--- src/rtl/keycfg_pkg.sv ---
package keycfg_pkg;
  typedef enum logic [1:0] {
    SEQ_IDLE   = 2'd0,
    SEQ_ARMED  = 2'd1,
    SEQ_LOADED = 2'd2
  } seqState_t;

  typedef struct packed {
    logic loadShadow;
    logic dropShadow;
    logic commit;
  } cfgStrobe_t;
endpackage

--- src/rtl/keySeqCtrl.sv ---
module keySeqCtrl
  import keycfg_pkg::*;
#(
  parameter int ADDR_W = 12,
  parameter int DATA_W = 32,
  parameter logic [ADDR_W-1:0] OPEN_ADDR  = 12'h650,
  parameter logic [ADDR_W-1:0] CFG_ADDR   = 12'h654,
  parameter logic [ADDR_W-1:0] CLOSE_ADDR = 12'h658,
  parameter logic [DATA_W-1:0] OPEN_KEY   = 32'h0000_009A,
  parameter logic [DATA_W-1:0] CLOSE_KEY  = 32'h0000_000C
) (
  input  logic              clk,
  input  logic              rstN,
  input  logic              wrEn,
  input  logic [ADDR_W-1:0] addr,
  input  logic [DATA_W-1:0] wdata,
  output cfgStrobe_t        strobe,
  output logic              busy
);

  seqState_t state, nextState;

  logic hitOpen, hitCfg, hitClose;
  logic openOk, closeOk;

  assign hitOpen  = wrEn && (addr == OPEN_ADDR);
  assign hitCfg   = wrEn && (addr == CFG_ADDR);
  assign hitClose = wrEn && (addr == CLOSE_ADDR);
  assign openOk   = (wdata == OPEN_KEY);
  assign closeOk  = (wdata == CLOSE_KEY);

  always_comb begin
    nextState = state;
    strobe    = '0;
    if (hitOpen) begin
      strobe.dropShadow = 1'b1;
      nextState = openOk ? SEQ_ARMED : SEQ_IDLE;
    end else if (hitCfg) begin
      if (state == SEQ_ARMED) begin
        strobe.loadShadow = 1'b1;
        nextState = SEQ_LOADED;
      end else begin
        strobe.dropShadow = 1'b1;
        nextState = SEQ_IDLE;
      end
    end else if (hitClose) begin
      if (state == SEQ_LOADED && closeOk) begin
        strobe.commit = 1'b1;
      end else begin
        strobe.dropShadow = 1'b1;
      end
      nextState = SEQ_IDLE;
    end
  end

  always_ff @(posedge clk or negedge rstN) begin
    if (!rstN) state <= SEQ_IDLE;
    else       state <= nextState;
  end

  assign busy = (state != SEQ_IDLE);

  // Sequence tracking checks
  assert_arm_R3: assert property (@(posedge clk) disable iff (!rstN)
    (hitOpen && openOk) |=> busy);
  assert_bad_open_R4: assert property (@(posedge clk) disable iff (!rstN)
    (hitOpen && !openOk) |=> !busy);
  assert_stray_cfg_R5: assert property (@(posedge clk) disable iff (!rstN)
    (hitCfg && !busy) |=> !busy);
  assert_close_ends_R6: assert property (@(posedge clk) disable iff (!rstN)
    hitClose |=> !busy);
  assert_unrelated_R9: assert property (@(posedge clk) disable iff (!rstN)
    !(hitOpen || hitCfg || hitClose) |=> $stable(busy));
  assert_one_strobe_R7: assert property (@(posedge clk) disable iff (!rstN)
    $onehot0(strobe));

endmodule

--- src/rtl/keyCfgData.sv ---
module keyCfgData
  import keycfg_pkg::*;
#(
  parameter int ADDR_W = 12,
  parameter int DATA_W = 32,
  parameter int CFG_W  = 16,
  parameter logic [ADDR_W-1:0] CFG_ADDR = 12'h654
) (
  input  logic              clk,
  input  logic              rstN,
  input  cfgStrobe_t        strobe,
  input  logic [CFG_W-1:0]  wcfg,
  input  logic [ADDR_W-1:0] addr,
  output logic [CFG_W-1:0]  liveCfg,
  output logic [DATA_W-1:0] rdata
);

  localparam int PAD_W = DATA_W - CFG_W;

  logic [CFG_W-1:0] shadowCfg;

  always_ff @(posedge clk or negedge rstN) begin
    if (!rstN)                  shadowCfg <= '0;
    else if (strobe.loadShadow) shadowCfg <= wcfg;
    else if (strobe.dropShadow) shadowCfg <= '0;
  end

  always_ff @(posedge clk or negedge rstN) begin
    if (!rstN)              liveCfg <= '0;
    else if (strobe.commit) liveCfg <= shadowCfg;
  end

  generate
    if (PAD_W > 0) begin : g_pad
      assign rdata = (addr == CFG_ADDR) ? {{PAD_W{1'b0}}, liveCfg} : '0;
    end else begin : g_nopad
      assign rdata = (addr == CFG_ADDR) ? liveCfg[DATA_W-1:0] : '0;
    end
  endgenerate

  // Live register only moves on a commit strobe from the tracker
  assert_hold_R6: assert property (@(posedge clk) disable iff (!rstN)
    !strobe.commit |=> $stable(liveCfg));

endmodule

--- src/rtl/keyedConfigReg.sv ---
module keyedConfigReg
  import keycfg_pkg::*;
#(
  parameter int ADDR_W = 12,
  parameter int DATA_W = 32,
  parameter int CFG_W  = 16,
  parameter logic [ADDR_W-1:0] OPEN_ADDR  = 12'h650,
  parameter logic [ADDR_W-1:0] CFG_ADDR   = 12'h654,
  parameter logic [ADDR_W-1:0] CLOSE_ADDR = 12'h658,
  parameter logic [DATA_W-1:0] OPEN_KEY   = 32'h0000_009A,
  parameter logic [DATA_W-1:0] CLOSE_KEY  = 32'h0000_000C
) (
  input  logic              clk,
  input  logic              rstN,
  input  logic              wrEn,
  input  logic [ADDR_W-1:0] addr,
  input  logic [DATA_W-1:0] wdata,
  output logic [DATA_W-1:0] rdata,
  output logic [CFG_W-1:0]  cfgOut,
  output logic              seqBusy
);

  cfgStrobe_t strobe;

  keySeqCtrl #(
    .ADDR_W(ADDR_W), .DATA_W(DATA_W),
    .OPEN_ADDR(OPEN_ADDR), .CFG_ADDR(CFG_ADDR), .CLOSE_ADDR(CLOSE_ADDR),
    .OPEN_KEY(OPEN_KEY), .CLOSE_KEY(CLOSE_KEY)
  ) i_ctrl (
    .clk(clk), .rstN(rstN), .wrEn(wrEn), .addr(addr), .wdata(wdata),
    .strobe(strobe), .busy(seqBusy)
  );

  keyCfgData #(
    .ADDR_W(ADDR_W), .DATA_W(DATA_W), .CFG_W(CFG_W), .CFG_ADDR(CFG_ADDR)
  ) i_data (
    .clk(clk), .rstN(rstN), .strobe(strobe), .wcfg(wdata[CFG_W-1:0]),
    .addr(addr), .liveCfg(cfgOut), .rdata(rdata)
  );

  // Only a write to the closing address can move the committed value
  assert_no_commit_R5: assert property (@(posedge clk) disable iff (!rstN)
    (wrEn && addr != CLOSE_ADDR) |=> $stable(cfgOut));
  assert_idle_hold_R9: assert property (@(posedge clk) disable iff (!rstN)
    !wrEn |=> ($stable(cfgOut) && $stable(seqBusy)));

endmodule

--- config.mk ---
export PLATFORM = sky130hd
export DESIGN_NAME = keyedConfigReg
export DESIGN_NICKNAME = d
export VERILOG_FILES = /design/src/rtl/keycfg_pkg.sv /design/src/rtl/keySeqCtrl.sv /design/src/rtl/keyCfgData.sv /design/src/rtl/keyedConfigReg.sv
export SDC_FILE = /design/constraint.sdc
export NUM_CORES = 1
export LEC_CHECK = 0
export BUFFER_PORTS_ARGS = -buffer_cell sky130_fd_sc_hd__buf_2
export CAP_MARGIN = 0
export CORE_MARGIN = 3
export CORE_UTILIZATION = 46
export DETAILED_ROUTE_END_ITERATION = 7
export PLACE_DENSITY = 0.9
export SYNTH_ARGS = -nofsm -noshare
export SYNTH_HDL_FRONTEND = slang
export SYNTH_HIERARCHICAL = 1
export SYNTH_SLANG_ARGS = --single-unit
--- constraint.sdc ---
create_clock -name clk -period 1.9 [get_ports clk]
set_input_delay 0.095 -clock clk [delete_from_list [all_inputs] [get_ports clk]]
set_output_delay 0.095 -clock clk [all_outputs]
set_load 0.01 [all_outputs]
# Yosys cells after proc, flatten, opt, wreduce, memory -nomap -nowiden
# Index checks and enable logic that the tools add are counted.
dict set report word_totals {
  regBits 34
  inputBits 47
  word_cells 36
}
dict set report classes {
  eq_ne 7
  muxes 19
  reduce_logical 7
}
# operator n
set op_table {}
lappend op_table {{$mux 16} 3}
lappend op_table {{$eq 12x11->1 const B} 3}
lappend op_table {{$eq 32x4->1 const B} 1}
lappend op_table {{$eq 32x8->1 const B} 1}
lappend op_table {{$mux 1} 11}
lappend op_table {{$mux 2} 5}
lappend op_table {{$logic_and 1x1->1} 4}
lappend op_table {{$reduce_bool 2->1} 2}
lappend op_table {{$reduce_bool 3->1} 1}
lappend op_table {{$eq 2x1->1 const B} 1}
lappend op_table {{$eq 2x2->1 const B} 1}

# Longest topological paths before layout
dict set report logic_depth {
  ltp_word 8
  mapped_depth 9
  mapped_depth_nobuf 6
}

# By module
# Netlist, hierarchy kept.
# module instances cells_per_inst area_each_um2 seq_area_each_um2
set by_module_without_submodules {}
lappend by_module_without_submodules {keyCfgData 1 130 1712.9 800.8}
lappend by_module_without_submodules {keySeqCtrl 1 38 271.5 50.0}

# Least setup slack after synthesis
# Ideal clock, no wire load.
dict set report synth_path {
  kind {input -> register}
  start {input port addr[0]}
  end {register i_data.liveCfg[10]}
  arrival_ns 1.766
  setup_slack_ns 0.009
  cell_stages 6
  path_buffers 2
  path_cell_list {or4_1 -> or4_1 -> nor2_1 -> buf_2 -> buf_4 -> mux2_2}
}
# item line_no
set synth_lines {}
lappend synth_lines {{start: declaration} keyedConfigReg.sv:16} ;# input logic [ADDR_W-1:0] addr,
lappend synth_lines {{end signal: assignment} keyCfgData.sv:30} ;# else if (strobe.commit) liveCfg <= shadowCfg;
lappend synth_lines {{end: declaration} keyCfgData.sv:14} ;# output logic [CFG_W-1:0] liveCfg,

==> metrics.txt <==
status=complete, no violations; clk sinks=34; Final HPWL DP=3980 µm; Final Setup Violations=0; drt drc=0; sw frac=21.3%; Reg clk slew, reported paths=0.07 ns; Tcrit/Tclk final=95.8%; CP Capture Type=flop; Peak VDD IR=0.419 mV; Sw Pwr=357 µW; WP buf/inv=3; CTS tree=done; average size of a mapped cell=11.8 µm²; RSZ-0062 raised after global routing=false; Die Ht=71.7 µm; final worst path period need=1.82 ns; clk root buf=clkbuf_8; Seq cells post-synth=34; CP peak stage delay=0.56 ns; Synth Cell Area=1980 µm²; leakage power=0.00130 µW; Async S/R FF share, synth=100%; Vias/cell=5.36; Max FO, Critical Path=9; Crit path top cell by count=buf_4; worst path cell trace=buf_2 > nor4_2 > buf_4 > nand4_1 > or4_1 > nor2_1 > buf_4 > mux2_2; Int Pwr=1320 µW; H-tree depth=2; Hold WS=0.0601 ns; slowest CP cell=or4_1; core box area=4090 µm²; largest net degree at the start of global routing=35; Max Freq=550 MHz; Flop pwr share=43.0%; Post-synth EDFFs=0; total number of vias=1677; Clock Path Buffers=2; Req. time, crit path=2.08 ns; Clk pwr share=47.5%; MaxCap Viol Count=0; Std-Cell Rows=23; vias in the first global route=1578; Startpoint Class=input pin; PnR worst setup slack=0.0805 ns; Overall Global Routing Usage=20.0%; combinational fraction of design power=9.4%; GRT overflow=0; Worst Tran Pin Value=0.729 ns; Hold Crit Class=in2reg; CTS Buf Count=5; later-pin clock latency in the skew report=0.29 ns; Finished Core Util=64.1%; Clock Skew=0.00825 ns; initial antenna violation count=0; first-pass GRT wire length=8020 µm; DP Area=2440 µm²; predominant post-synthesis flop cell=dfrtp_1; area grow syn2layout=32.0%; drt total wl=5050 µm; antenna-violating nets left=0; proportion of layout cells with a drive suffix above 1=53.2%; pwr/cell area=642 nW/µm²; DR WL/cell=16.1 µm; drt first-iter violations=112; pre-CTS setup slack=-0.257 ns; gate count of the mapped netlist=168; Finished Layout Cells=313; count of cell types in the netlist=29; Fin. Hold Viols=0; Detailed Routing Iterations Pass 1=4; Setup CP Type=in2reg; max-slew violation count=0; post-route design area=2620 µm²; dpl cells=303; # diodes=0; YS warnings=6; # IOs=96; Crit path max-delay family=simple AND/OR/NAND/NOR gates; worst endpoint data arrival time=2.00 ns; sequential area share after synthesis=42.9%; gpl congestion=0.847; Max-slew headroom=51.4%; IO buf count=79; nets@finish=309; die area=5140 µm²; die width=71.7 µm; Starting Density=48.6%
==> cell usage in the layout, fill, tap and decap left out, types with 3 or more instances in the layout <==
cell	instances
nand2b_1	3
a22o_1	16
conb_1	16
nor2_1	3
nand2_1	5
nor4_2	11
buf_2	79
mux2_2	16
buf_4	22
nor4_1	12
nand4bb_1	18
clkbuf_8	5
dfrtp_1	34
==> power by group through the flow <==
stage | clock network (µW) | logic [µW] | registers [µW]
final | 799 | 158 | 723
after global routing | 841 | 175 | 723
after CTS | 812 | 157 | 723
after detailed placement | 0 | 154 | 737
after global placement | 0 | 150 | 737
after floorplan | 0 | 82.2 | 738
==> synth_stat cells, drive strengths merged (3+ instances only) <==
library cell | count | area [µm²]
dfrtp | 34 | 851
buf | 27 | 204
nor4 | 23 | 206
nand4bb | 18 | 203
a22o | 16 | 140
mux2 | 16 | 180
nand2 | 5 | 18.8
clkbuf | 4 | 15.0
nor2 | 4 | 22.5
nand2b | 3 | 18.8
==> stage by stage <==
| stage | power, µW | setup TNS (ns) |
|---|---|---|
| after floorplan | 820 | 0 |
| after detailed placement | 892 | -3.93 |
| after CTS | 1690 | 0 |
| final | 1680 | 0 |
| after global routing | 1740 | 0 |
| after global placement | 888 | -2.31 |
==> worst register-to-register path, stage by stage, from the launching register on <==
cell,delay [ns]
dfrtp_1,0.42
or4bb_1,0.55
nor2_1,0.31
nor2_4,0.06
buf_12,0.15
a22o_1,0.21
==> routing by layer <==
layer	wire length (µm)	track usage (%)
met1	2180	25.8
met2	2490	32.1
met3	341	6.03
met4	46	6.47
met5	0	0
==> area by class of cell <==
class                           instances  area, µm²
Clock buffer                            5       68.8
Multi-Input combinational cell        118        977
Clock inverter                          3       68.8
Tap cell                               50       62.6
Fill cell                             315       1470
Timing Repair Buffer                  103        591
Sequential cell                        34        851
==> cell families after synthesis <==
family	synth area share (%)
muxes	9.08
other	0.189
buffers and inverters	11.0
AOI/OAI and AO/OA	8.07
DFF	42.9
and+or+nand+nor	28.8
==> registers in the layout (all words and copies together), names as in the netlist <==
register	cells
i_ctrl/state	2
i_data/liveCfg	16
i_data/shadowCfg	16
==> path summary, 6_finish.rpt <==
| check | from | end | slack, ns | depth (start not counted) |
|---|---|---|---|---|
| worst max-delay path | wdata[9] | i_data/liveCfg[0]$_DFFE_PN0P_ | 0.08 | 8 |
| worst min-delay path | wdata[13] | i_data/shadowCfg[13]$_DFFE_PN0P_ | 0.06 | 2 |
| worst max register to register | i_ctrl/state[1]$_DFFE_PN0P_ | i_data/shadowCfg[4]$_DFFE_PN0P_ | 0.09 | 5 |
| worst min register to register | i_data/shadowCfg[11]$_DFFE_PN0P_ | i_data/shadowCfg[11]$_DFFE_PN0P_ | 0.50 | 1 |
| max in group asynchronous | rstN | i_data/liveCfg[2]$_DFFE_PN0P_ | 1.04 | 2 |
| min in group asynchronous | rstN | i_data/liveCfg[11]$_DFFE_PN0P_ | 0.39 | 2 |
==> timing repair <==
action / 4_1_cts / 5_1_grt
gates resized for setup: 0 / 1
hold buffers: 1 / 0
endpoints found under the setup margin: 0 / 17
buffers inserted: 0 / 1
hold endpoints to repair: 34 / 0
Power figures use the tool's default switching activity.
